File: config.mk
export PLATFORM = sky130hd
export DESIGN_NAME = tx_path_guard
export DESIGN_NICKNAME = d
export VERILOG_FILES = /design/src/rtl/tpg_pkg.sv /design/src/rtl/tpg_sync.sv /design/src/rtl/tpg_bitcmp.sv /design/src/rtl/tpg_lowwatch.sv /design/src/rtl/tpg_enable.sv /design/src/rtl/tx_path_guard.sv
export SDC_FILE = /design/constraint.sdc
export NUM_CORES = 1
export LEC_CHECK = 0
export BUFFER_PORTS_ARGS = -buffer_cell sky130_fd_sc_hd__buf_2
export CORE_UTILIZATION = 50
export DETAILED_ROUTE_END_ITERATION = 7
export GPL_TIMING_DRIVEN = 0
export PLACE_DENSITY = 0.78
export RECOVER_POWER = 50
export SLEW_MARGIN = 30
export SYNTH_ARGS = -nofsm -noshare
export SYNTH_HDL_FRONTEND = slang
export SYNTH_SLANG_ARGS = --single-unit
File: constraint.sdc
create_clock -name clk -period 3.45 [get_ports clk]
set_clock_uncertainty 0.2 [all_clocks]
set_input_delay 0.5175 -clock clk [delete_from_list [all_inputs] [get_ports clk]]
set_output_delay 0.5175 -clock clk [all_outputs]
set_load 0.05 [all_outputs]
File: src/rtl/tpg_pkg.sv
package tpg_pkg;

    typedef enum logic {
        TX_OFF = 1'b0,
        TX_ON  = 1'b1
    } tx_state_e;

    // Counter width able to hold values 0..maxv
    function automatic int unsigned cnt_w(input int unsigned maxv);
        return (maxv < 2) ? 1 : $clog2(maxv + 1);
    endfunction

endpackage

File: src/rtl/tpg_sync.sv
module tpg_sync #(
    parameter int unsigned     W       = 2,
    parameter int unsigned     STAGES  = 2,
    parameter logic [W-1:0]    RST_VAL = '1
) (
    input  logic         clk,
    input  logic         rst_n,
    input  logic [W-1:0] d,
    output logic [W-1:0] q
);

    logic [STAGES-1:0][W-1:0] stg_d;
    logic [STAGES-1:0][W-1:0] stg_q;

    always_comb begin
        stg_d[0] = d;
        for (int i = 1; i < STAGES; i++) begin
            stg_d[i] = stg_q[i-1];
        end
    end

    always_ff @(posedge clk or negedge rst_n) begin
        if (!rst_n) begin
            for (int i = 0; i < STAGES; i++) begin
                stg_q[i] <= RST_VAL;
            end
        end else begin
            stg_q <= stg_d;
        end
    end

    assign q = stg_q[STAGES-1];

endmodule

File: src/rtl/tpg_bitcmp.sv
module tpg_bitcmp #(
    parameter int unsigned T_BC = 4
) (
    input  logic clk,
    input  logic rst_n,
    input  logic txd_s,
    input  logic bus_s,
    output logic bc_fault
);

    localparam int unsigned CW = tpg_pkg::cnt_w(T_BC);

    typedef struct packed {
        logic [CW-1:0] mis;
    } bc_st_t;

    bc_st_t st_d, st_q;
    logic   differ;

    always_comb begin
        st_d     = st_q;
        differ   = txd_s ^ bus_s;
        bc_fault = differ && (st_q.mis >= CW'(T_BC));
        if (differ) begin
            if (st_q.mis < CW'(T_BC)) begin
                st_d.mis = st_q.mis + 1'b1;
            end
        end else begin
            st_d.mis = '0;
        end
    end

    always_ff @(posedge clk or negedge rst_n) begin
        if (!rst_n) begin
            st_q <= '0;
        end else begin
            st_q <= st_d;
        end
    end

    // a trip needs a mismatch in the previous sample as well
    assert_bc_run_R3: assert property (@(posedge clk) disable iff (!rst_n)
        bc_fault |-> $past(txd_s ^ bus_s));

endmodule

File: src/rtl/tpg_lowwatch.sv
module tpg_lowwatch #(
    parameter int unsigned T_LOW = 32,
    parameter int unsigned T_REC = 3
) (
    input  logic clk,
    input  logic rst_n,
    input  logic txd_s,
    output logic cl_fault
);

    localparam int unsigned LW = tpg_pkg::cnt_w(T_LOW);
    localparam int unsigned HW = tpg_pkg::cnt_w(T_REC);

    typedef struct packed {
        logic [LW-1:0] low;
        logic [HW-1:0] high;
    } lw_st_t;

    lw_st_t st_d, st_q;
    logic   rec_done;

    always_comb begin
        st_d     = st_q;
        rec_done = txd_s && (st_q.high >= HW'(T_REC - 1));
        cl_fault = !txd_s && (st_q.low >= LW'(T_LOW - 1));
        if (!txd_s) begin
            st_d.high = '0;
            if (st_q.low < LW'(T_LOW - 1)) begin
                st_d.low = st_q.low + 1'b1;
            end
        end else begin
            if (st_q.high < HW'(T_REC)) begin
                st_d.high = st_q.high + 1'b1;
            end
            if (rec_done) begin
                st_d.low = '0;
            end
        end
    end

    always_ff @(posedge clk or negedge rst_n) begin
        if (!rst_n) begin
            st_q <= '0;
        end else begin
            st_q <= st_d;
        end
    end

    // a qualifying high pulse leaves no low count behind
    assert_low_clear_R6: assert property (@(posedge clk) disable iff (!rst_n)
        rec_done |=> (st_q.low == '0));

endmodule

File: src/rtl/tpg_enable.sv
module tpg_enable #(
    parameter int unsigned T_ENA = 8
) (
    input  logic clk,
    input  logic rst_n,
    input  logic txd_s,
    input  logic bus_s,
    input  logic bc_fault,
    input  logic cl_fault,
    output logic en
);

    import tpg_pkg::*;

    localparam int unsigned ECW = cnt_w(T_ENA);

    typedef struct packed {
        tx_state_e      state;
        logic [ECW-1:0] qual;
    } en_st_t;

    en_st_t st_d, st_q;
    logic   both_high;

    always_comb begin
        st_d      = st_q;
        both_high = txd_s && bus_s;
        if (st_q.state == TX_ON) begin
            if (bc_fault || cl_fault) begin
                st_d.state = TX_OFF;
                st_d.qual  = '0;
            end
        end else if (both_high) begin
            if (st_q.qual >= ECW'(T_ENA - 1)) begin
                st_d.state = TX_ON;
                st_d.qual  = '0;
            end else begin
                st_d.qual = st_q.qual + 1'b1;
            end
        end else begin
            st_d.qual = '0;
        end
    end

    always_ff @(posedge clk or negedge rst_n) begin
        if (!rst_n) begin
            st_q <= '{state: TX_OFF, qual: '0};
        end else begin
            st_q <= st_d;
        end
    end

    assign en = (st_q.state == TX_ON);

    // a bit-compare trip while enabled switches the path off
    assert_bc_off_R3: assert property (@(posedge clk) disable iff (!rst_n)
        (en && bc_fault) |=> !en);

    // a constant-low trip while enabled switches the path off
    assert_cl_off_R5: assert property (@(posedge clk) disable iff (!rst_n)
        (en && cl_fault) |=> !en);

    // enabling follows a sample with both lines high
    assert_requal_R4: assert property (@(posedge clk) disable iff (!rst_n)
        $rose(en) |-> $past(both_high));

endmodule

File: src/rtl/tx_path_guard.sv
module tx_path_guard #(
    parameter int unsigned SYNC_STAGES = 2,
    parameter int unsigned T_BC        = 4,
    parameter int unsigned T_ENA       = 8,
    parameter int unsigned T_LOW       = 32,
    parameter int unsigned T_REC       = 3
) (
    input  logic clk,
    input  logic rst_n,
    input  logic txd_in,
    input  logic bus_in,
    input  logic ovr_valid_i,
    input  logic ovr_value_i,
    output logic rxd_o,
    output logic tx_en_o,
    output logic status_o,
    output logic status_oe_o
);

    logic [1:0] sync_q;
    logic       txd_s, bus_s;
    logic       bc_fault, cl_fault, en_int;

    tpg_sync #(
        .W       (2),
        .STAGES  (SYNC_STAGES),
        .RST_VAL (2'b11)
    ) u_sync (
        .clk   (clk),
        .rst_n (rst_n),
        .d     ({txd_in, bus_in}),
        .q     (sync_q)
    );

    assign txd_s = sync_q[1];
    assign bus_s = sync_q[0];

    tpg_bitcmp #(.T_BC(T_BC)) u_bitcmp (
        .clk      (clk),
        .rst_n    (rst_n),
        .txd_s    (txd_s),
        .bus_s    (bus_s),
        .bc_fault (bc_fault)
    );

    tpg_lowwatch #(.T_LOW(T_LOW), .T_REC(T_REC)) u_lowwatch (
        .clk      (clk),
        .rst_n    (rst_n),
        .txd_s    (txd_s),
        .cl_fault (cl_fault)
    );

    tpg_enable #(.T_ENA(T_ENA)) u_enable (
        .clk      (clk),
        .rst_n    (rst_n),
        .txd_s    (txd_s),
        .bus_s    (bus_s),
        .bc_fault (bc_fault),
        .cl_fault (cl_fault),
        .en       (en_int)
    );

    always_comb begin
        rxd_o       = bus_s;
        tx_en_o     = ovr_valid_i ? !ovr_value_i : en_int;
        status_oe_o = !ovr_valid_i;
        status_o    = !tx_en_o;
    end

endmodule

Yosys cells after proc, flatten, opt, wreduce, memory -nomap -nowiden
Index checks and enable logic that the tools add are counted.

word-level totals
  register bits = 20
  output and inout bits = 4
  memories kept = 0
  latch bits = 0
  word-level logic and storage cells = 47
  ROM bits = 0
  bits in writable memories = 0

operators by class
  divide/modulo/power cells = 0
  add/subtract/negate cells = 4
  magnitude comparators = 7
  shifts and indexed selects = 0
  equal/unequal tests = 4
  multipliers = 0
  bitwise gates (word level) = 1
  reduce and logical (&&, ||, !) cells = 11
  muxes and demuxes = 13

operators with widths
  operator               count
  $mux W6                2
  $mux W5                2
  $mux W4                2
  $mux W8                1
  $add A6 B1 Y6 const B  1
  $ge A6 B5 Y1 const B   1
  $lt A6 B5 Y1 const B   1
  $mux W3                2
  $add A4 B1 Y4 const B  1
  $ge A4 B3 Y1 const B   1
  $logic_and A1 B1 Y1    4
  $logic_not A1 Y1       4
  $ne A2 B1 Y1 const B   2
  $ne A2 B2 Y1 const B   2
  $add A3 B1 Y3 const B  1
  $ge A3 B3 Y1 const B   1
  $lt A3 B3 Y1 const B   1
  $mux W1                3
  $add A2 B1 Y2 const B  1
  $ge A2 B2 Y1 const B   1
  $lt A2 B2 Y1 const B   1
  $mux W2                1
  $reduce_and A2 Y1      1
  $reduce_bool A2 Y1     1
  other kinds (2)        2

Depth between registers and ports, before layout
Gate-level depths: netlist of run 1.

  depth after elaboration = 5
  mapped depth = 5
  depth with buffers taken out = 5

By module
Synthesis of run 1 repeated with hierarchy kept, for this count alone.

second synthesis, totals
  cell total of the unflattened synthesis = 89
  area, all modules = 999.7 µm²

modules (own cells, without submodules)
  module         sequential area each (µm²)  times used  area each (µm²)  cells an instance
  tpg_lowwatch   200.2                       1           462.9            47
  tpg_enable     125.1                       1           262.8            22
  tpg_bitcmp     75.1                        1           136.4            12
  tpg_sync       105.1                       1           105.1            4
  tx_path_guard  0.0                         1           32.5             4

Worst setup path after synthesis of run 1
OpenSTA, ideal clock, no wires.

  kind = input to output
  start point = in ovr_valid_i
  end point = out status_o
  arrival time = 1.834 ns
  buffers on the path = 0
  required time = 2.732 ns
  stages = 3
  slack = 0.898 ns
  cells stage by stage = nor2_1 > a21oi_1 > inv_1

on the way
  longest elaborated chain between the ends = 2

ends and longest elaborated chain
  item               RTL line             RTL
  start, declared    tx_path_guard.sv:12  input logic ovr_valid_i,
  $mux W1            tx_path_guard.sv:65  tx_en_o = ovr_valid_i ? !ovr_value_i : en_int;
  named net tx_en_o  tx_path_guard.sv:15  output logic tx_en_o,
  $logic_not A1 Y1   tx_path_guard.sv:67  status_o = !tx_en_o;
  end, declared      tx_path_guard.sv:16  output logic status_o,

The timed path passes the listed nets, and every way through them passes these cells.

Worst setup path after layout of run 1
  start point = reg u_enable.st_q, in the netlist u_enable.en
  end point = out tx_en_o

on the way
  longest elaborated chain between the ends = 1

ends and longest elaborated chain
  item                    RTL line             RTL
  start, declared         tpg_enable.sv:22     en_st_t st_d, st_q;
  start signal, assigned  tpg_enable.sv:47     st_q <= '{state: TX_OFF, qual: '0};
  start signal, assigned  tpg_enable.sv:49     st_q <= st_d;
  $mux W1                 tx_path_guard.sv:65
  end, declared           tx_path_guard.sv:15

Every way passes these cells.

==> impl_metrics.sql, run 1 <==
INSERT INTO impl_metrics (metric_group, metric, value, unit) VALUES
('clock_network', 'clock_tree.root_cell', 'clkbuf_4', ''),
('floorplanning', 'design.core.area', '0.001727', 'sq mm'),
('synthesis', 'synth.avg_cell_area', '11.42', 'sq um'),
('min_path', 'hold_class', 'primary input to register', ''),
('run', 'max_cap_viol_count', '0', ''),
('grt', 'grt_pass1_wl', '2470', 'microns'),
('drt', 'drt_first_pass_iters', '4', ''),
('finish', 'layout.nets', '108', ''),
('setup_path', 'path_max_fanout', '5', ''),
('drt', 'drc', '0', ''),
('drt', 'drt_wl_total', '1434', 'microns'),
('power', 'power.density_cell_area', '594.0', 'mW/mm^2'),
('floorplanning', 'die-width', '45.01', 'microns'),
('drt', 'vias', '609', ''),
('synthesis', 'synth_instances', '81', ''),
('clock_network', 'clock_sink_count', '20', ''),
('grt', 'grt_usage', '17.76', '%'),
('placement', 'place_hpwl', '1086', 'microns'),
('sta', 'timing.final.hold_violations', '0', ''),
('drt', 'antenna_left', '0', ''),
('finish', 'area_delta_synth_final', '12.04', '%'),
('synthesis', 'ys_warn_count', '0', ''),
('synthesis', 'synth.cell_area', '924.6', 'sq um'),
('placement', 'place.gp.congestion', '0.7456', ''),
('clock_network', 'number_of_buffers_added_by_the_clock_tree_synthesis_step', '3', ''),
('sta', 'setup-tns-final', '0', 'ps'),
('sta', 'worstMarginPinSlew', '1037', 'ps'),
('floorplanning', 'initial_core_util', '53.55', '%'),
('sta', 'timing.final.max_slew_violations', '0', ''),
('clock_network', 'clock_insertion_delay_worst_skew', '290', 'ps'),
('drt', 'route.detailed.vias_per_inst', '5.075', ''),
('synthesis', 'yosysTopAreaCell', 'dfrtp_1', ''),
('finish', 'post_route_cells_drive_above_1_share', '21.05', '%'),
('clock_network', 'clock_tree.buffer_depth', '2', ''),
('drt', 'drt-wirelength-per-cell', '11.95', 'microns'),
('power', 'ir_worst_vdd', '0.3470', 'mV'),
('finish', 'final_cell_mix', 'dfrtp_1 (16), buf_2 (8), inv_1 (7), o21ai_0 (7)', ''),
('setup_path', 'worst_path_top_cell_family_by_delay', 'flip-flops', ''),
('setup_path', 'startpoint_to_endpoint_class_of_the_critical_path', 'register to primary output', ''),
('clock_network', 'path_clk_slew', '100', 'ps'),
('run_status', 'status', 'completed', ''),
('setup_path', 'cpMaxStageDelayCell', 'dfrtp_1', ''),
('clock_network', 'ctsHtreeMaxLevel', '1', ''),
('floorplanning', 'io_pins', '10', ''),
('sta', 'final_period_minus_worst_setup_slack', '1901', 'ps'),
('clock_network', 'cts_hold_buffers', '1', ''),
('grt', 'grt_max_degree', '21', ''),
('setup_path', 'req_time_crit_path', '2730', 'ps'),
('grt', 'first_global_vias', '594', ''),
('finish', 'core_occupancy_in_the_finished_layout', '60.00', '%'),
('synthesis', 'ys_top_cells_by_area', 'dfrtp_1 (43%), dfstp_2 (11%), ha_1 (8.1%)', ''),
('synthesis', 'ys_types', '24', ''),
('drt', 'drt_first_iter_violations', '7', ''),
('setup_path', 'cp_data_arrival_time', '1180', 'ps'),
('floorplanning', 'die_area', '0.002025', 'sq mm'),
('floorplanning', 'die_h', '45.01', 'microns'),
('sta', 'setup_repair_after_global_routing_missed_its_margin', 'no', ''),
('clock_network', 'postCtsSetupRepairBufs', '0', ''),
('clock_network', 'post_cts_resized', '0', ''),
('synthesis', 'ys_ff_latch', '20', ''),
('setup_path', 'crit_path_max_incr_delay', '400', 'ps'),
('sta', 'finalSetupViolations', '0', ''),
('sta', 'slew-limit-headroom', '30.87', '%'),
('synthesis', 'synth_top_cell_area_share', '43.30', '%'),
('synthesis', 'synth.net_count', '93', ''),
('finish', 'num-fill-cells', '167', ''),
('sta', 'period_share', '55.10', '%'),
('setup_path', 'worst-path-buf-inv', '1', ''),
('setup_path', 'critPathLaunchType', 'register', ''),
('clock_network', 'cts_tree', 'yes', ''),
('sta', 'final_critical_path_setup_slack', '1549', 'ps'),
('grt', 'grt-ovfl-total', '0', ''),
('sta', 'achievable-frequency', '526.0', 'MHz'),
('setup_path', 'endpoint_kind', 'primary output', ''),
('power', 'static-leakage-power', '0.0004795', 'uW'),
('placement', 'pre_cts_ws', '1639', 'ps'),
('grt', 'grt_antenna_before_repair', '0', ''),
('setup_path', 'critical_path.cell_chain', 'nor2_1, a21oi_1, buf_2', ''),
('finish', 'final_common_cell', 'dfrtp_1', ''),
('floorplanning', 'fp-row-count', '15', ''),
('power', 'design_power_total', '615.3', 'uW'),
('placement', 'buffer_ports.inserted', '9', ''),
('synthesis', 'register_area_share_after_synthesis', '54.67', '%'),
('finish', 'diodes', '0', '');
-- final cells by class --
type / count / area, sq um / share of cell area, %
inverter: 7 / 26.28 / 2.536
sequential: 20 / 505.5 / 48.79
timing repair buffer: 10 / 53.80 / 5.193
multi-input combinational: 54 / 392.9 / 37.92
clock buffer: 4 / 26.28 / 2.536
tap: 25 / 31.28 / 3.019
-- kinds of logic after synthesis --
| group | after synthesis | synth area share [%] |
|---|---|---|
| multiplexers | 2 | 2.165 |
| AND/OR/NAND/NOR | 26 | 16.51 |
| XOR/XNOR | 2 | 1.895 |
| buffers and inverters | 7 | 2.842 |
| AO/OA/AOI/OAI | 18 | 13.80 |
| flip-flops | 20 | 54.67 |
| adder cells (fa/ha/maj) | 6 | 8.119 |
-- cell usage after synthesis --
cell,n
a21oi_1,4
a21oi_2,2
nand3_1,6
nand3b_1,1
a21boi_1,1
dfrtp_1,16
xnor2_1,2
o22ai_1,2
inv_1,7
nor2_1,3
and3_1,1
nand4_4,1
nor3b_1,1
dfstp_2,4
nand2_1,6
nand2b_1,1
nor2b_1,1
o21ai_0,7
a32oi_4,1
and2_1,4
ha_1,6
mux2i_1,2
nor2b_2,1
o21a_1,1
-- stage by stage --
step / cell area [sq um] / hold WS, ps / instances
floorplan: 924.6 / 21.91 / 81
global placement: 1001 / 145.6 / 115
detailed placement: 1001 / 147.2 / 115
CTS: 1037 / 100.9 / 120
global route: 1036 / 83.80 / 120
finish: 1036 / 118.2 / 120
-- flip-flops by register name, indices dropped and copies added, names as in the netlist --
signal           count
u_lowwatch.st_q      8
u_enable.en          1
u_sync.q             2
u_enable.st_q        4
u_bitcmp.st_q        3
u_sync.stg_d         2
-- layer usage --
layer | GRT usage [%] | vias to the layer above | wire, microns
met2 | 29.28 | 4 | 741
met3 | 4.800 | 2 | 22
met4 | 9.091 | 0 | 12
met5 | 0 | - | 0
met1 | 21.20 | 298 | 658
li1 | - | 305 | -
-- where the power goes --
group | internal [uW] | total (uW) | switching, uW
Combinational | 74.3 | 157 | 82.7
Clock | 44.9 | 110 | 65.4
Sequential | 290 | 348 | 58.0
Total | 409 | 615 | 206
-- final timing paths --
kind | from | end | slack (ps) | cells past startpoint
min | txd_in | u_sync.stg_d[3] | 120 | 1
min in group asynchronous | rst_n | u_enable.st_q[2] | 710 | 2
min reg2reg | u_sync.stg_d[2] | u_sync.q[0] | 160 | 0
max | u_enable.en | tx_en_o | 1550 | 3
max reg2reg | u_sync.q[1] | u_enable.st_q[2] | 1650 | 5
max in group asynchronous | rst_n | u_bitcmp.st_q[0] | 1710 | 2
-- worst register-to-register path: cells and delay by family (launching register included) --
family / cells / cell delay [ps]
compound gates: 4 / 570
fa+ha+maj: 1 / 300
flops: 1 / 630
No activity file was read; power rests on OpenSTA's default activity.
==> inputs of run 2 (changes only) <==
Clock period 3.45 ns to 1.75 ns, I/O delays scaled along.
==> impl_metrics.sql, run 2 (synthesized netlist as in run 1, its figures left out) <==
INSERT INTO impl_metrics (metric_group, metric, value, unit) VALUES
('run_status', 'status', 'completed', ''),
('power', 'static-leakage-power', '0.0005157', 'uW'),
('drt', 'drc', '0', ''),
('floorplanning', 'fp-row-count', '15', ''),
('clock_network', 'clock_tree.buffer_depth', '2', ''),
('grt', 'grt_pass1_wl', '2546', 'microns'),
('sta', 'timing.final.hold_violations', '0', ''),
('power', 'switching_share', '30.45', '%'),
('drt', 'drt_first_iter_violations', '4', ''),
('setup_path', 'path_max_fanout', '5', ''),
('sta', 'period_share', '96.64', '%'),
('clock_network', 'number_of_buffers_added_by_the_clock_tree_synthesis_step', '3', ''),
('setup_path', 'cp_data_arrival_time', '1230', 'ps'),
('clock_network', 'ctsHtreeMaxLevel', '1', ''),
('sta', 'setup_repair_after_global_routing_missed_its_margin', 'no', ''),
('power', 'power.clock.fraction', '27.2', '%'),
('finish', 'reg.largest.list', 'u_lowwatch.st_q: 8 flops, u_enable.st_q: 4 flops, u_bitcmp.st_q: 3 flops', ''),
('setup_path', 'worst_path_top_cell_family_by_delay', 'flip-flops', ''),
('finish', 'largest_reg_flops', '8', ''),
('sta', 'setup-tns-final', '0', 'ps'),
('grt', 'grt-ovfl-total', '0', ''),
('floorplanning', 'io_pins', '10', ''),
('drt', 'drt_first_pass_iters', '4', ''),
('finish', 'diodes', '0', ''),
('floorplanning', 'die-width', '45.01', 'microns'),
('finish', 'final_common_cell', 'dfrtp_1', ''),
('placement', 'pre_cts_ws', '1.310', 'ps'),
('power', 'power.density_cell_area', '1235', 'mW/mm^2'),
('power', 'ir_worst_vdd', '0.7854', 'mV'),
('floorplanning', 'die_h', '45.01', 'microns'),
('sta', 'final_period_minus_worst_setup_slack', '1691', 'ps'),
('setup_path', 'crit_path_max_incr_delay', '430', 'ps'),
('clock_network', 'clock_sink_count', '20', ''),
('grt', 'grt_max_degree', '21', ''),
('placement', 'buffer_ports.inserted', '9', ''),
('sta', 'achievable-frequency', '591.3', 'MHz'),
('clock_network', 'clock_insertion_delay_worst_skew', '310', 'ps'),
('sta', 'timing.final.max_slew_violations', '0', ''),
('drt', 'route.detailed.vias_per_inst', '4.968', ''),
('floorplanning', 'die_area', '0.002025', 'sq mm'),
('min_path', 'hold_class', 'register to register', ''),
('drt', 'vias', '616', ''),
('power', 'p_comb_share', '23.4', '%'),
('finish', 'area_delta_synth_final', '20.97', '%'),
('placement', 'place.gp.congestion', '0.7614', ''),
('clock_network', 'cts_tree', 'yes', ''),
('sta', 'slew-limit-headroom', '67.31', '%'),
('power', 'p_int', '960.7', 'uW'),
('grt', 'first_global_vias', '586', ''),
('sta', 'worstMarginPinSlew', '490.3', 'ps'),
('clock_network', 'clock_tree.root_cell', 'clkbuf_4', ''),
('finish', 'instances_no_fill', '124', ''),
('drt', 'drt-wirelength-per-cell', '12.61', 'microns'),
('setup_path', 'cpMaxStageDelayCell', 'dfrtp_1', ''),
('placement', 'placed_cells_incl_taps', '115', ''),
('drt', 'drt_wl_total', '1564', 'microns'),
('setup_path', 'startpoint_to_endpoint_class_of_the_critical_path', 'register to primary output', ''),
('finish', 'top_register', 'u_lowwatch.st_q', ''),
('floorplanning', 'design.core.area', '0.001727', 'sq mm'),
('power', 'p_sw', '420.6', 'uW'),
('power', 'power.share.sequential', '49.5', '%'),
('power', 'design_power_total', '1381', 'uW'),
('finish', 'final_cell_mix', 'dfrtp_1 (16), buf_2 (8), inv_1 (7)', ''),
('clock_network', 'path_clk_slew', '110', 'ps'),
('finish', 'layout.nets', '112', ''),
('setup_path', 'req_time_crit_path', '1290', 'ps'),
('setup_path', 'endpoint_kind', 'primary output', ''),
('run', 'max_cap_viol_count', '0', ''),
('placement', 'place_hpwl', '1067', 'microns'),
('floorplanning', 'initial_core_util', '53.55', '%'),
('sta', 'finalSetupViolations', '0', ''),
('setup_path', 'worst-path-buf-inv', '2', ''),
('drt', 'antenna_left', '0', ''),
('grt', 'grt_usage', '18.10', '%'),
('setup_path', 'critPathLaunchType', 'register', ''),
('finish', 'post_route_cells_drive_above_1_share', '27.27', '%'),
('grt', 'grt_antenna_before_repair', '0', ''),
('sta', 'worst_hold_slack', '162.9', 'ps'),
('sta', 'final_critical_path_setup_slack', '58.88', 'ps'),
('setup_path', 'critical_path.cell_chain', 'nor2_1, a21oi_2, inv_1, buf_2', '');
[run 2: path summary, 6_finish.rpt]
kind,startpoint,to,slack (ps),cells past startpoint
max,u_enable.en,status_o,60,4
min,u_sync.stg_d[2],u_sync.q[0],160,0
max reg2reg,u_sync.q[1],u_enable.st_q[2],80,5
min reg2reg,u_sync.stg_d[2],u_sync.q[0],160,0
max in group asynchronous,rst_n,u_sync.q[1],760,2
min in group asynchronous,rst_n,u_enable.st_q[0],240,2
[run 2: power by group through the flow]
stage,combinational [uW],clock [uW],sequential (uW)
4_1_cts,325,392,685
6_report,323,375,683
3_5_place_dp,316,0,695
3_3_place_gp,297,0,684
5_1_grt,367,405,699
2_1_floorplan,251,0,673
[run 2: per-stage QoR]
stage	utilization [%]	instance area, sq um
floorplan	-	944.7
global placement	59.13	1021
detailed placement	59.13	1021
CTS	63.91	1104
global route	64.78	1119
finish	64.78	1119
[run 2: final cells by class]
type | count | area [sq um]
Sequential cell | 20 | 505.5
Clock buffer | 3 | 22.52
Multi-Input combinational cell | 54 | 412.9
Clock inverter | 1 | 30.03
Inverter | 7 | 26.28
Tap cell | 25 | 31.28
Timing Repair Buffer | 14 | 90.09
Fill cell | 149 | 608.1
[run 2: per-layer routing]
layer  vias to the layer above  GRT usage [%]  part of all wire [%]  wire (microns)
met5                         -              0                     0               0
met4                         0          12.73                   2.9              45
met3                         5          2.400                   1.7              26
met2                         9          28.99                    48             754
met1                       288          22.48                    47             737
li1                        314              -                     -               -
[run 2: what timing repair did]
item,4_1_cts,5_1_grt
pin swaps,0,2
endpoints found under the setup margin,1,5
hold buffers,3,0
gates resized for setup,1,0
buffers inserted,0,2
hold endpoints to repair,18,0
==> inputs of run 3 (changes only) <==
Settings changed: RECOVER_POWER 50 to unset.
==> impl_metrics.sql, run 3 (synthesized netlist as in run 1, its figures left out) <==
INSERT INTO impl_metrics (metric_group, metric, value, unit) VALUES
('setup_path', 'critPathLaunchType', 'register', ''),
('placement', 'buffer_ports.inserted', '9', ''),
('finish', 'layout.nets', '112', ''),
('clock_network', 'ctsHtreeMaxLevel', '1', ''),
('clock_network', 'cts_tree', 'yes', ''),
('grt', 'grt_usage', '18.10', '%'),
('clock_network', 'number_of_buffers_added_by_the_clock_tree_synthesis_step', '3', ''),
('grt', 'grt_pass1_wl', '2546', 'microns'),
('finish', 'num-fill-cells', '149', ''),
('floorplanning', 'die_h', '45.01', 'microns'),
('run_status', 'status', 'completed', ''),
('clock_network', 'clock_tree.buffer_depth', '2', ''),
('grt', 'first_global_vias', '586', ''),
('power', 'ir_worst_vdd', '0.7854', 'mV'),
('run', 'max_cap_viol_count', '0', ''),
('grt', 'grt_antenna_before_repair', '0', ''),
('placement', 'place_area', '0.001021', 'sq mm'),
('drt', 'drt_first_pass_iters', '4', ''),
('placement', 'place.gp.congestion', '0.7614', ''),
('grt', 'grt_max_degree', '21', ''),
('drt', 'vias', '616', ''),
('setup_path', 'startpoint_to_endpoint_class_of_the_critical_path', 'register to primary output', ''),
('sta', 'timing.final.max_slew_violations', '0', ''),
('clock_network', 'clock_insertion_delay_worst_skew', '310', 'ps'),
('floorplanning', 'die-width', '45.01', 'microns'),
('floorplanning', 'io_pins', '10', ''),
('drt', 'drc', '0', ''),
('power', 'power.density_cell_area', '1235', 'mW/mm^2'),
('setup_path', 'req_time_crit_path', '1290', 'ps'),
('sta', 'slew-limit-headroom', '70.85', '%'),
('min_path', 'hold_class', 'register to register', ''),
('power', 'static-leakage-power', '0.0005155', 'uW'),
('finish', 'final_common_cell', 'dfrtp_1', ''),
('drt', 'drt_first_iter_violations', '4', ''),
('sta', 'finalSetupViolations', '0', ''),
('setup_path', 'cp_data_arrival_time', '1230', 'ps'),
('finish', 'area_delta_synth_final', '20.97', '%'),
('setup_path', 'crit_path_max_incr_delay', '430', 'ps'),
('power', 'design_power_total', '1381', 'uW'),
('setup_path', 'cpMaxStageDelayCell', 'dfrtp_1', ''),
('sta', 'achievable-frequency', '591.3', 'MHz'),
('grt', 'grt-ovfl-total', '0', ''),
('setup_path', 'critical_path.cell_chain', 'nor2_1, a21oi_2, inv_1, buf_2', ''),
('placement', 'place_hpwl', '1067', 'microns'),
('finish', 'largest_reg_flops', '8', ''),
('placement', 'placed_cells_incl_taps', '115', ''),
('finish', 'post_route_cells_drive_above_1_share', '27.27', '%'),
('sta', 'period_share', '96.64', '%'),
('finish', 'post_route_cell_area', '0.001119', 'sq mm'),
('sta', 'worstMarginPinSlew', '434.3', 'ps'),
('setup_path', 'endpoint_kind', 'primary output', ''),
('finish', 'reg.largest.list', 'u_lowwatch.st_q: 8 flops, u_enable.st_q: 4 flops, u_bitcmp.st_q: 3 flops', ''),
('finish', 'area_of_combinational_cells_with_multiple_inputs', '412.9', 'sq um'),
('clock_network', 'clock_sink_count', '20', ''),
('finish', 'instances_no_fill', '124', ''),
('setup_path', 'worst-path-buf-inv', '2', ''),
('finish', 'diodes', '0', ''),
('sta', 'final_period_minus_worst_setup_slack', '1691', 'ps'),
('setup_path', 'path_max_fanout', '5', ''),
('clock_network', 'clock_tree.root_cell', 'clkbuf_4', ''),
('sta', 'timing.final.hold_violations', '0', ''),
('finish', 'area.sequential', '505.5', 'sq um'),
('floorplanning', 'fp-row-count', '15', ''),
('floorplanning', 'die_area', '0.002025', 'sq mm'),
('drt', 'drt_wl_total', '1565', 'microns'),
('setup_path', 'worst_path_top_cell_family_by_delay', 'flip-flops', ''),
('drt', 'route.detailed.vias_per_inst', '4.968', ''),
('sta', 'setup_repair_after_global_routing_missed_its_margin', 'no', ''),
('drt', 'drt-wirelength-per-cell', '12.62', 'microns'),
('drt', 'antenna_left', '0', ''),
('clock_network', 'path_clk_slew', '110', 'ps'),
('finish', 'final_cell_mix', 'dfrtp_1 (16), buf_2 (9), inv_1 (7)', ''),
('floorplanning', 'design.core.area', '0.001727', 'sq mm'),
('finish', 'top_register', 'u_lowwatch.st_q', ''),
('sta', 'setup-tns-final', '0', 'ps'),
('floorplanning', 'initial_core_util', '53.55', '%');
[run 3: cell types whose count changed in the layout (fill, tap and decap cells not counted)]
cell,previous run,this run
buf_2,8,9
clkbuf_2,1,0
[run 3: report_power, final]
part           total [uW]  internal, uW  switching, uW
Sequential            683           572            111
Clock                 375           232            144
Combinational         323           157            165
Total                1380           961            421
[run 3: layout make-up]
type	count	share of cell area [%]
clock inverter	1	2.685
multi-input combinational	54	36.91
tap	25	2.796
clock buffer	3	2.013
inverter	7	2.349
sequential	20	45.19
timing repair buffer	14	8.054
[run 3: stage by stage]
step,hold slack [ps],util [%],worst slack [ps]
floorplan,-233.1,-,12.20
global placement,26.53,59.13,67.49
detailed placement,36.00,59.13,1.310
CTS,164.4,63.91,9.916
global route,165.9,64.78,1.824
finish,162.9,64.78,58.88
[run 3: layer usage]
metal | GRT usage [%] | vias up | wire length, microns | part of all wire, %
met1 | 22.48 | 288 | 738 | 47
met5 | 0 | - | 0 | 0
met3 | 2.400 | 5 | 26 | 1.7
met4 | 12.73 | 0 | 45 | 2.9
li1 | - | 314 | - | -
met2 | 28.99 | 9 | 754 | 48
[run 3: worst register-to-register path, stage by stage (launching register included)]
cell	delay, ps
dfstp_2	630
ha_4	240
a21boi_2	170
a32oi_4	100
a21oi_2	180
a21oi_2	40
[run 3: final timing paths]
check	start	to	slack (ps)	depth (start not counted)
setup / recovery	u_enable.en	status_o	60	4
hold / removal	u_sync.stg_d[2]	u_sync.q[0]	160	0
setup reg to reg	u_sync.q[1]	u_enable.st_q[2]	80	5
hold reg to reg	u_sync.stg_d[2]	u_sync.q[0]	160	0
max in group asynchronous	rst_n	u_sync.q[1]	800	2
min in group asynchronous	rst_n	u_enable.st_q[0]	220	2
[run 3: what timing repair did]
action	CTS	global route
endpoints found under the setup margin	1	5
hold endpoints to repair	18	0
pin swaps	0	2
buffers inserted	0	2
resized for setup	1	0
cloned	0	0
hold buffers	3	0
